**config.mk**
```make
export PLATFORM = sky130hd
export DESIGN_NAME = sense_wb_top
export DESIGN_NICKNAME = d
export VERILOG_FILES = /design/src/rtl/sense_wb_pkg.sv /design/src/rtl/sense_wb_fsm.sv /design/src/rtl/sense_wb_statbuf.sv /design/src/rtl/sense_wb_pcunit.sv /design/src/rtl/sense_wb_top.sv
export SDC_FILE = /design/constraint.sdc
export NUM_CORES = 1
export LEC_CHECK = 0
export BUFFER_PORTS_ARGS = -buffer_cell sky130_fd_sc_hd__buf_2
export CORE_ASPECT_RATIO = 0.7
export CORE_UTILIZATION = 35
export CTS_CLUSTER_SIZE = 16
export DETAILED_ROUTE_END_ITERATION = 12
export GPL_ROUTABILITY_DRIVEN = 0
export PLACE_DENSITY = 0.67
export RECOVER_POWER = 25
export REMOVE_ABC_BUFFERS = 1
export SLEW_MARGIN = 20
export SYNTH_ARGS = -nofsm -noshare
export SYNTH_HDL_FRONTEND = slang
export SYNTH_SLANG_ARGS = --single-unit
```
**constraint.sdc**
```tcl
create_clock -name clk -period 3.85 [get_ports clk]
set_clock_uncertainty 0.1 [all_clocks]
set_input_delay 0.5775 -clock clk [delete_from_list [all_inputs] [get_ports clk]]
set_output_delay 0.5775 -clock clk [all_outputs]
set_load 0.01 [all_outputs]
```
**src/rtl/sense_wb_pkg.sv**
```systemverilog
package sense_wb_pkg;
  typedef enum logic [2:0] {
    ST_IDLE   = 3'd0,
    ST_STROBE = 3'd1,
    ST_ACKLOW = 3'd2,
    ST_REWIND = 3'd3,
    ST_ADDR   = 3'd4,
    ST_DATA   = 3'd5
  } sense_st_e;
endpackage

```
**src/rtl/sense_wb_fsm.sv**
```systemverilog
module sense_wb_fsm
  import sense_wb_pkg::*;
(
  input  logic      clk,
  input  logic      rst_n,
  input  logic      start,
  input  logic      dev_ack,
  input  logic      addr_ready,
  input  logic      data_ready,
  output sense_st_e state,
  output logic      cap_en,
  output logic      pc_load,
  output logic      pc_dec,
  output logic      pc_inc,
  output logic      done
);
  sense_st_e nxt;

  always_comb begin
    nxt = state;
    unique case (state)
      ST_IDLE:   if (start)      nxt = ST_STROBE;
      ST_STROBE: if (dev_ack)    nxt = ST_ACKLOW;
      ST_ACKLOW: if (!dev_ack)   nxt = ST_REWIND;
      ST_REWIND:                 nxt = ST_ADDR;
      ST_ADDR:   if (addr_ready) nxt = ST_DATA;
      ST_DATA:   if (data_ready) nxt = ST_IDLE;
      default:                   nxt = ST_IDLE;
    endcase
  end

  assign cap_en  = (state == ST_STROBE) && dev_ack;
  assign pc_load = (state == ST_IDLE) && start;
  assign pc_dec  = (state == ST_REWIND);
  assign pc_inc  = (state == ST_ADDR) && addr_ready;

  always_ff @(posedge clk) begin
    if (!rst_n) begin
      state <= ST_IDLE;
      done  <= 1'b0;
    end else begin
      state <= nxt;
      done  <= (state == ST_DATA) && data_ready;
    end
  end


  no_early_advance_chk: assert property (@(posedge clk) disable iff (!rst_n)
    (state == ST_ACKLOW && dev_ack) |=> (state == ST_ACKLOW));

  done_single_chk: assert property (@(posedge clk) disable iff (!rst_n)
    done |=> !done);

  done_idle_chk: assert property (@(posedge clk) disable iff (!rst_n)
    done |-> (state == ST_IDLE));
endmodule

```
**src/rtl/sense_wb_statbuf.sv**
```systemverilog
module sense_wb_statbuf #(
  parameter int DW    = 16,
  parameter int NBUF  = 2,
  localparam int SELW = (NBUF > 1) ? $clog2(NBUF) : 1
) (
  input  logic          clk,
  input  logic          rst_n,
  input  logic          cap_en,
  input  logic [DW-1:0] din,
  output logic [DW-1:0] dout
);
  logic [DW-1:0]   bufs [NBUF];
  logic [SELW-1:0] wr_sel;
  logic [SELW-1:0] rd_sel;

  for (genvar g = 0; g < NBUF; g++) begin : g_buf
    always_ff @(posedge clk) begin
      if (!rst_n)                                   bufs[g] <= '0;
      else if (cap_en && wr_sel == SELW'(g))        bufs[g] <= din;
    end
  end

  always_ff @(posedge clk) begin
    if (!rst_n) begin
      wr_sel <= '0;
      rd_sel <= '0;
    end else if (cap_en) begin
      rd_sel <= wr_sel;
      wr_sel <= (wr_sel == SELW'(NBUF - 1)) ? '0 : wr_sel + 1'b1;
    end
  end

  assign dout = bufs[rd_sel];


  capture_chk: assert property (@(posedge clk) disable iff (!rst_n)
    cap_en |=> (dout == $past(din)));
endmodule

```
**src/rtl/sense_wb_pcunit.sv**
```systemverilog
module sense_wb_pcunit #(
  parameter int AW = 16
) (
  input  logic          clk,
  input  logic          rst_n,
  input  logic          load,
  input  logic          dec,
  input  logic          inc,
  input  logic [AW-1:0] pc_in,
  output logic [AW-1:0] pc_q
);
  always_ff @(posedge clk) begin
    if (!rst_n)    pc_q <= '0;
    else if (load) pc_q <= pc_in;
    else if (dec)  pc_q <= pc_q - 1'b1;
    else if (inc)  pc_q <= pc_q + 1'b1;
  end


  rewind_chk: assert property (@(posedge clk) disable iff (!rst_n)
    (dec && !load) |=> (pc_q == $past(pc_q) - 1'b1));

  advance_chk: assert property (@(posedge clk) disable iff (!rst_n)
    (inc && !load && !dec) |=> (pc_q == $past(pc_q) + 1'b1));
endmodule

```
**src/rtl/sense_wb_top.sv**
```systemverilog
module sense_wb_top
  import sense_wb_pkg::*;
#(
  parameter int DW = 16,
  parameter int AW = 16,
  parameter int BW = 4
) (
  input  logic          clk,
  input  logic          rst_n,
  input  logic          start,
  input  logic [AW-1:0] pc_in,
  input  logic [BW-1:0] bank_reg,
  input  logic          bank_zero,
  output logic          dev_stb,
  output logic          dev_sel,
  input  logic          dev_ack,
  input  logic [DW-1:0] dev_data,
  output logic          mem_req,
  output logic          addr_valid,
  input  logic          addr_ready,
  output logic [AW-1:0] mem_addr,
  output logic [BW-1:0] mem_bank,
  output logic          data_valid,
  input  logic          data_ready,
  output logic [DW-1:0] mem_wdata,
  output logic [AW-1:0] pc_out,
  output logic          done,
  output logic          busy
);
  sense_st_e     state;
  logic          cap_en, pc_load, pc_dec, pc_inc;
  logic [BW-1:0] bank_q;
  logic [DW-1:0] stat_word;

  sense_wb_fsm u_fsm (
    .clk        (clk),
    .rst_n      (rst_n),
    .start      (start),
    .dev_ack    (dev_ack),
    .addr_ready (addr_ready),
    .data_ready (data_ready),
    .state      (state),
    .cap_en     (cap_en),
    .pc_load    (pc_load),
    .pc_dec     (pc_dec),
    .pc_inc     (pc_inc),
    .done       (done)
  );

  sense_wb_statbuf #(.DW(DW), .NBUF(2)) u_buf (
    .clk    (clk),
    .rst_n  (rst_n),
    .cap_en (cap_en),
    .din    (dev_data),
    .dout   (stat_word)
  );

  sense_wb_pcunit #(.AW(AW)) u_pc (
    .clk   (clk),
    .rst_n (rst_n),
    .load  (pc_load),
    .dec   (pc_dec),
    .inc   (pc_inc),
    .pc_in (pc_in),
    .pc_q  (pc_out)
  );

  always_ff @(posedge clk) begin
    if (!rst_n)       bank_q <= '0;
    else if (pc_load) bank_q <= bank_zero ? '0 : bank_reg;
  end

  assign dev_stb    = (state == ST_STROBE);
  assign dev_sel    = (state == ST_STROBE);
  assign addr_valid = (state == ST_ADDR);
  assign data_valid = (state == ST_DATA);
  assign mem_req    = addr_valid | data_valid;
  assign mem_addr   = pc_out;
  assign mem_bank   = bank_q;
  assign mem_wdata  = stat_word;
  assign busy       = (state != ST_IDLE);


  strobe_pair_chk: assert property (@(posedge clk) disable iff (!rst_n)
    dev_stb |-> dev_sel);

  strobe_drop_chk: assert property (@(posedge clk) disable iff (!rst_n)
    (dev_stb && dev_ack) |=> !dev_stb);

  addr_hold_chk: assert property (@(posedge clk) disable iff (!rst_n)
    (addr_valid && !addr_ready) |=> (addr_valid && $stable(mem_addr) && $stable(mem_bank)));

  phase_order_chk: assert property (@(posedge clk) disable iff (!rst_n)
    (addr_valid && addr_ready) |=> (data_valid && !addr_valid));

  data_hold_chk: assert property (@(posedge clk) disable iff (!rst_n)
    (data_valid && !data_ready) |=> (data_valid && $stable(mem_wdata)));

  phase_excl_chk: assert property (@(posedge clk) disable iff (!rst_n)
    $onehot0({addr_valid, data_valid, dev_stb}));
endmodule

```
# Word level (Yosys, flattened, before mapping)
# Memory sizes are Yosys's and may differ from the RTL's. A register that Yosys moved wholly into a read port is not among the register bits.
# Cells that the tools add are included.
# word_totals
in_bits,43
output_inout_bits,59
elab_cells,56
mem_bits_rw,32
memories,1
reg_bits,26
# op_classes
muxes,22
eq_ne,10
n_reduce_logical,10
n_addsub,3
n_bitwise,4
# memory_table
memory,words,word_bits,rd,rd_clocked_by_memory_dff,wr,line_no,source
u_buf.bufs,2,16,1,1,2,sense_wb_statbuf.sv:12,logic [DW-1:0] bufs [NBUF];
# op_table
cell,count
$mux 16,5
$pmux 3 s6,1
$add 16x1->16 const B,1
$sub 16x1->16 const B,1
$mux 3,5
$mux 1,10
$eq 3x2->1 const B,2
$eq 3x3->1 const B,2
$logic_and 1x1->1,6
$ne 2x1->1 const B,3
$reduce_bool 3->1,2
$reduce_and 5->1,1
$mux 4,1
$ne 2x2->1 const B,2
$eq 3x1->1 const B,1
$logic_not 3->1,1
$or 1x1->1,3
$add 1x1->1 const B,1
$not 1->1,1

# Depth between registers and ports, before layout
# depth
ltp_word,7
ltp_mapped,11
depth_no_buf,9

# Hierarchy
# A second synthesis with hierarchy kept.
# hier_totals
cells_unflattened,369
hier_area_um2,3545.9
# by_module_without_submodules
mod,seq_area_each_um2,area_per_inst_um2,instances,cells_per_inst
sense_wb_statbuf,1021.0,1541.5,1,115
sense_wb_pcunit,320.3,1447.6,1,187
sense_wb_top,80.1,324.1,1,40
sense_wb_fsm,80.1,232.7,1,27

# Least setup slack after synthesis
# Ideal clock, no wire load.
# synth_path
kind,register to register
startpoint,register u_fsm.state[1]
endpoint,register u_pc.pc_q[14]
required_ps,3626
n_path_buf,2
stages_incl_launch_ff,12
t_arrival_ps,2799
synth_period_minus_slack_ps,3023
setup_slack_ps,827
setup_ps,124
cell_sequence,dfxtp_1 > buf_2 > nand2_1 > nor2_1 > ha_1 > clkbuf_1 > a21oi_1 > a21oi_1 > a211oi_2 > o21ai_1 > nor4bb_1 > nor3_1
# synth_via
elab_chain_len,3
word_cells_on_any_way,8
classes_between,eq/ne: 2; mux: 2; reduce/logical: 4
# synth_lines
item,line_no,source
from (decl),sense_wb_fsm.sv:10,"output sense_st_e state,"
from (signal assigned),sense_wb_fsm.sv:42,state <= nxt;
$eq 3x2->1 (tied with other cells),sense_wb_fsm.sv:34,assign pc_dec = (state == ST_REWIND);
$mux 16 (tied with other cells),sense_wb_pcunit.sv:15,else if (dec) pc_q <= pc_q - 1'b1;
$mux 16 / $reduce_bool 3->1 (equally long branches),-,
to (signal assigned),sense_wb_pcunit.sv:14,else if (load) pc_q <= pc_in;
to (signal assigned),sense_wb_pcunit.sv:15,
to (signal assigned),sense_wb_pcunit.sv:16,else if (inc) pc_q <= pc_q + 1'b1;
to (decl),sense_wb_pcunit.sv:10,output logic [AW-1:0] pc_q
# Several ways; a longest one is shown, not always the timed one.
# A chain may end at the register's enable or synchronous reset.

# Final worst setup path
# layout_path
startpoint,register u_fsm.state[0]
endpoint,register u_pc.pc_q[13]
# The elaborated chain is that of the path after synthesis.

==> results_tabular.tex <==
\begin{tabular}{lr}
\hline
Metric & Value \\
\hline
\multicolumn{2}{l}{\textbf{Critical path}} \\
\quad Worst r2r src & u\_fsm.state[0] \\
\quad Endpoint required time on the critical path & roughly 4.0 ns \\
\quad Setup crit end kind & flip-flop \\
\quad Length in cells of the worst reg-to-reg path & 10 \\
\quad Max Fanout on Critical Path & 17 \\
\quad Setup CP Type & flip-flop to flip-flop \\
\quad Data arrival time of the critical path & 3.12 ns \\
\quad Worst setup slack for register-to-register paths & 0.88 ns \\
\quad End of the worst register-to-register path & u\_pc.pc\_q[13] \\
\quad Category of the worst setup path launch point & flip-flop \\
\multicolumn{2}{l}{\textbf{Die}} \\
\quad Count of boundary I/O pins & 102 \\
\quad Area of the core & 9760 um\^{}2 \\
\quad Initial cell density of the core & 36.4\% \\
\quad Die area & approximately 11000 um\^{}2 \\
\quad Number of cell rows & 30 \\
\quad Chip Width & 122 um \\
\quad Die Y-Extent & between 80 and 90 um \\
\multicolumn{2}{l}{\textbf{Yosys}} \\
\quad Number of library cell types mapped by synthesis & 61 \\
\quad Number of standard cells after synthesis & 363 \\
\quad Share of the synthesized area in the top cell type & 27.1\% \\
\quad Post-synthesis instance area & approximately 3500 um\^{}2 \\
\quad Synth top area cells & sky130\_fd\_sc\_hd\_\_edfxtp\_1 (27\%), sky130\_fd\_sc\_hd\_\_dfxtp\_1 (15\%), sky130\_fd\_sc\_hd\_\_and2\_1 (5.8\%) \\
\quad Yosys warnings & 0 \\
\quad Number of flops mapped to enable cells by yosys & 32 \\
\quad Per-instance average area after synthesis & just under 10 um\^{}2 \\
\quad Async S/R FF share, synth & 0\% \\
\quad Post-synth top flop & sky130\_fd\_sc\_hd\_\_edfxtp\_1 \\
\quad Cell type with the highest aggregate area in the netlist & sky130\_fd\_sc\_hd\_\_edfxtp\_1 \\
\quad FF+latch count, synth & 59 \\
\quad Part of the Yosys area used for sequential elements & 42.3\% \\
\multicolumn{2}{l}{\textbf{Clocking}} \\
\quad H-Tree Level Count & 3 \\
\quad Root Buffer & sky130\_fd\_sc\_hd\_\_clkbuf\_16 \\
\quad Clock tree from TritonCTS & done \\
\quad CTS Buf Count & 9 \\
\quad Number of hold buffers added after CTS & 0 \\
\quad CTS sink count & 59 \\
\quad Clk slew on worst S/H paths & 0.05 ns \\
\quad Number of buffers between clock root and the deepest sink & 2 \\
\quad CTS-repair resized insts & 0 \\
\quad Post-CTS repair timing setup buffer count & 0 \\
\quad Later-pin clock latency in the skew report & 0.33 ns \\
\multicolumn{2}{l}{\textbf{Power}} \\
\quad Pwr Total & 2.31 mW \\
\quad Power Density & 544 nW/um\^{}2 \\
\quad Leakage power total & $\sim$1.7 nW \\
\quad IR drop worst, VDD & around 230 uV \\
\multicolumn{2}{l}{\textbf{Finish}} \\
\quad Leading cell types in the layout, fill and taps excluded & sky130\_fd\_sc\_hd\_\_buf\_2 (67), sky130\_fd\_sc\_hd\_\_clkbuf\_1 (35), sky130\_fd\_sc\_hd\_\_and2\_1 (33), sky130\_fd\_sc\_hd\_\_a21oi\_1 (33), sky130\_fd\_sc\_hd\_\_edfxtp\_1 (32) \\
\quad Design area & 4250 um\^{}2 \\
\quad Syn-to-layout area delta & 19.8\% \\
\quad Most common cell after layout, fill and taps aside & sky130\_fd\_sc\_hd\_\_buf\_2 \\
\quad Number of antenna cells inserted & 0 \\
\quad Filler cells & 960 \\
\quad Fraction of layout instances using a drive strength above 1 & between 20\% and 30\% \\
\quad Final standard cell utilization of the core & 43.6\% \\
\quad Net count reported at finish & 498 \\
\multicolumn{2}{l}{\textbf{STA}} \\
\quad Setup repair after global routing missed its margin & no \\
\quad Worst Max-Slew Pin Slew & between 0.9 and 1 ns \\
\quad Max Slew Vio Count & 0 \\
\quad Clock period minus worst slack & 2.97 ns \\
\quad Normalized max-slew margin & 39.0\% \\
\quad Max Freq & 337 MHz \\
\quad Final setup TNS & 0 ns \\
\quad Number of hold violations in the final report & 0 \\
\quad Share of the clock period used by the worst path & 77.1\% \\
\quad Setup violation total in the final timing report & 0 \\
\quad Setup slack after layout & 0.882 ns \\
\multicolumn{2}{l}{\textbf{Place}} \\
\quad Worst slack, placed & 0.942 ns \\
\quad Post-detailed-placement cell area & 3990 um\^{}2 \\
\quad DP HPWL & roughly 6100 um \\
\quad \# port buffers & $\sim$100 \\
\multicolumn{2}{l}{\textbf{Hold path}} \\
\quad Class of the tightest hold or removal check & flip-flop to flip-flop \\
\quad Worst Hold Path EP & mem\_bank[3] \\
\quad Min-Delay Startpoint & mem\_bank[3] \\
\quad Number of stages on the worst hold path & 2 \\
\multicolumn{2}{l}{\textbf{Route}} \\
\quad Per-cell via count in the routed design & 5.08 \\
\quad First-pass DRT Iterations & 4 \\
\quad Average routed wire per standard cell & 14.8 um \\
\quad Antenna Nets Post-Route & 0 \\
\quad Final Routed Wirelength & 8470 um \\
\quad Via count & 2910 \\
\quad Iteration-0 DRC count of the detailed router & 223 \\
\quad Post-route DRC violation count & 0 \\
\multicolumn{2}{l}{\textbf{Global routing}} \\
\quad Largest net degree at the start of global routing & 24 \\
\quad Total routing resource utilization after global routing & 16.4\% \\
\quad Busiest layer in global routing & met2 \\
\quad Global-route wire length before repair & roughly 13000 um \\
\quad Vias in the first global route & 2781 \\
\quad Number of antenna violations at the first check in global routing & 0 \\
\quad Met1 Use GR & 22.8\% \\
\quad Global-route met2 utilization & approximately a quarter \\
\quad Congestion Overflow GR & 0 \\
\quad Met3 usage in global routing & 3.62\% \\
\multicolumn{2}{l}{\textbf{Run status}} \\
\quad Status & complete, no violations \\
\multicolumn{2}{l}{\textbf{Run}} \\
\quad \# Max-Cap Violations & 0 \\
\hline
\end{tabular}
[layout make-up]
cell class	instances	area [um^2]	share of cell area (%)
clock inverters	6	80.1	1.88
multi-input cells	261	1780	41.9
repair buffers	103	478	11.2
clock buffers	10	229	5.39
flip-flops and latches	59	1500	35.3
well taps	128	160	3.77
inverters	6	22.5	0.530
[registers in the layout, summed over array words and instances (netlist names), named ones only]
register	count
u_fsm.state	3
u_fsm.done	1
u_buf.rd_sel	1
u_pc.pc_q	16
u_buf.wr_sel	1
mem_bank	4
u_buf.bufs	32
[kinds of logic after synthesis]
| kind of cell | after synthesis | share of synthesized area [%] |
|---|---|---|
| buffers and inverters | 43 | 7.54 |
| AOI/OAI and AO/OA | 90 | 16.5 |
| and+or+nand+nor | 127 | 19.8 |
| xor gates and xnor gates | 9 | 2.22 |
| DFF | 59 | 42.3 |
| muxes | 20 | 6.20 |
| adders and majority gates | 15 | 5.50 |
[critical path, cell delays in order, from the launching register on]
cell	delay [ns]
sky130_fd_sc_hd__dfxtp_1	0.52
sky130_fd_sc_hd__nand2_1	0.19
sky130_fd_sc_hd__nor2_1	0.12
sky130_fd_sc_hd__buf_4	0.26
sky130_fd_sc_hd__ha_1	0.32
sky130_fd_sc_hd__o21ai_0	0.31
sky130_fd_sc_hd__nor3_1	0.13
sky130_fd_sc_hd__o31ai_2	0.47
sky130_fd_sc_hd__and3_1	0.23
sky130_fd_sc_hd__o21ai_1	0.07
sky130_fd_sc_hd__a31oi_1	0.16
[cells in the mapped netlist, types with 6 or more instances]
cell / number
sky130_fd_sc_hd__mux2_2: 16
sky130_fd_sc_hd__nor2_1: 20
sky130_fd_sc_hd__nand2_1: 31
sky130_fd_sc_hd__o211ai_1: 6
sky130_fd_sc_hd__ha_1: 14
sky130_fd_sc_hd__and2_1: 33
sky130_fd_sc_hd__a21oi_1: 33
sky130_fd_sc_hd__buf_4: 19
sky130_fd_sc_hd__dfxtp_1: 27
sky130_fd_sc_hd__o21ai_0: 17
sky130_fd_sc_hd__clkbuf_1: 9
sky130_fd_sc_hd__edfxtp_1: 32
sky130_fd_sc_hd__xnor2_1: 8
sky130_fd_sc_hd__nand3_1: 6
[power breakdown]
part | internal (mW) | switching [mW]
clock | 0.561 | 0.285
combinational | 0.262 | 0.380
sequential | 0.744 | 0.0809
[worst max path at each step]
| stage | from | to | slack (ns) | cells past startpoint |
|---|---|---|---|---|
| after floorplan | u_fsm.state[0] | u_pc.pc_q[15] | 0.84 | 9 |
| final | u_fsm.state[0] | u_pc.pc_q[13] | 0.88 | 10 |
| after CTS | u_fsm.state[0] | u_pc.pc_q[15] | 0.92 | 10 |
| after global placement | u_fsm.state[0] | u_pc.pc_q[14] | 1.10 | 10 |
| after detailed placement | u_fsm.state[0] | u_pc.pc_q[15] | 0.94 | 10 |
| after global routing | u_fsm.state[0] | u_pc.pc_q[13] | 0.62 | 10 |
[stage by stage]
step	hold WS [ns]	instances
6_report	0.357	573
5_1_grt	0.384	573
4_1_cts	0.357	573
3_5_place_dp	0.347	557
3_3_place_gp	0.337	557
2_1_floorplan	0.327	326
[per-layer routing]
metal,wire length (um),up-vias
met5,0,-
met1,4170,1385
met2,3840,61
met4,114,0
li1,-,1454
met3,346,10
Power figures use the tool's default switching activity.
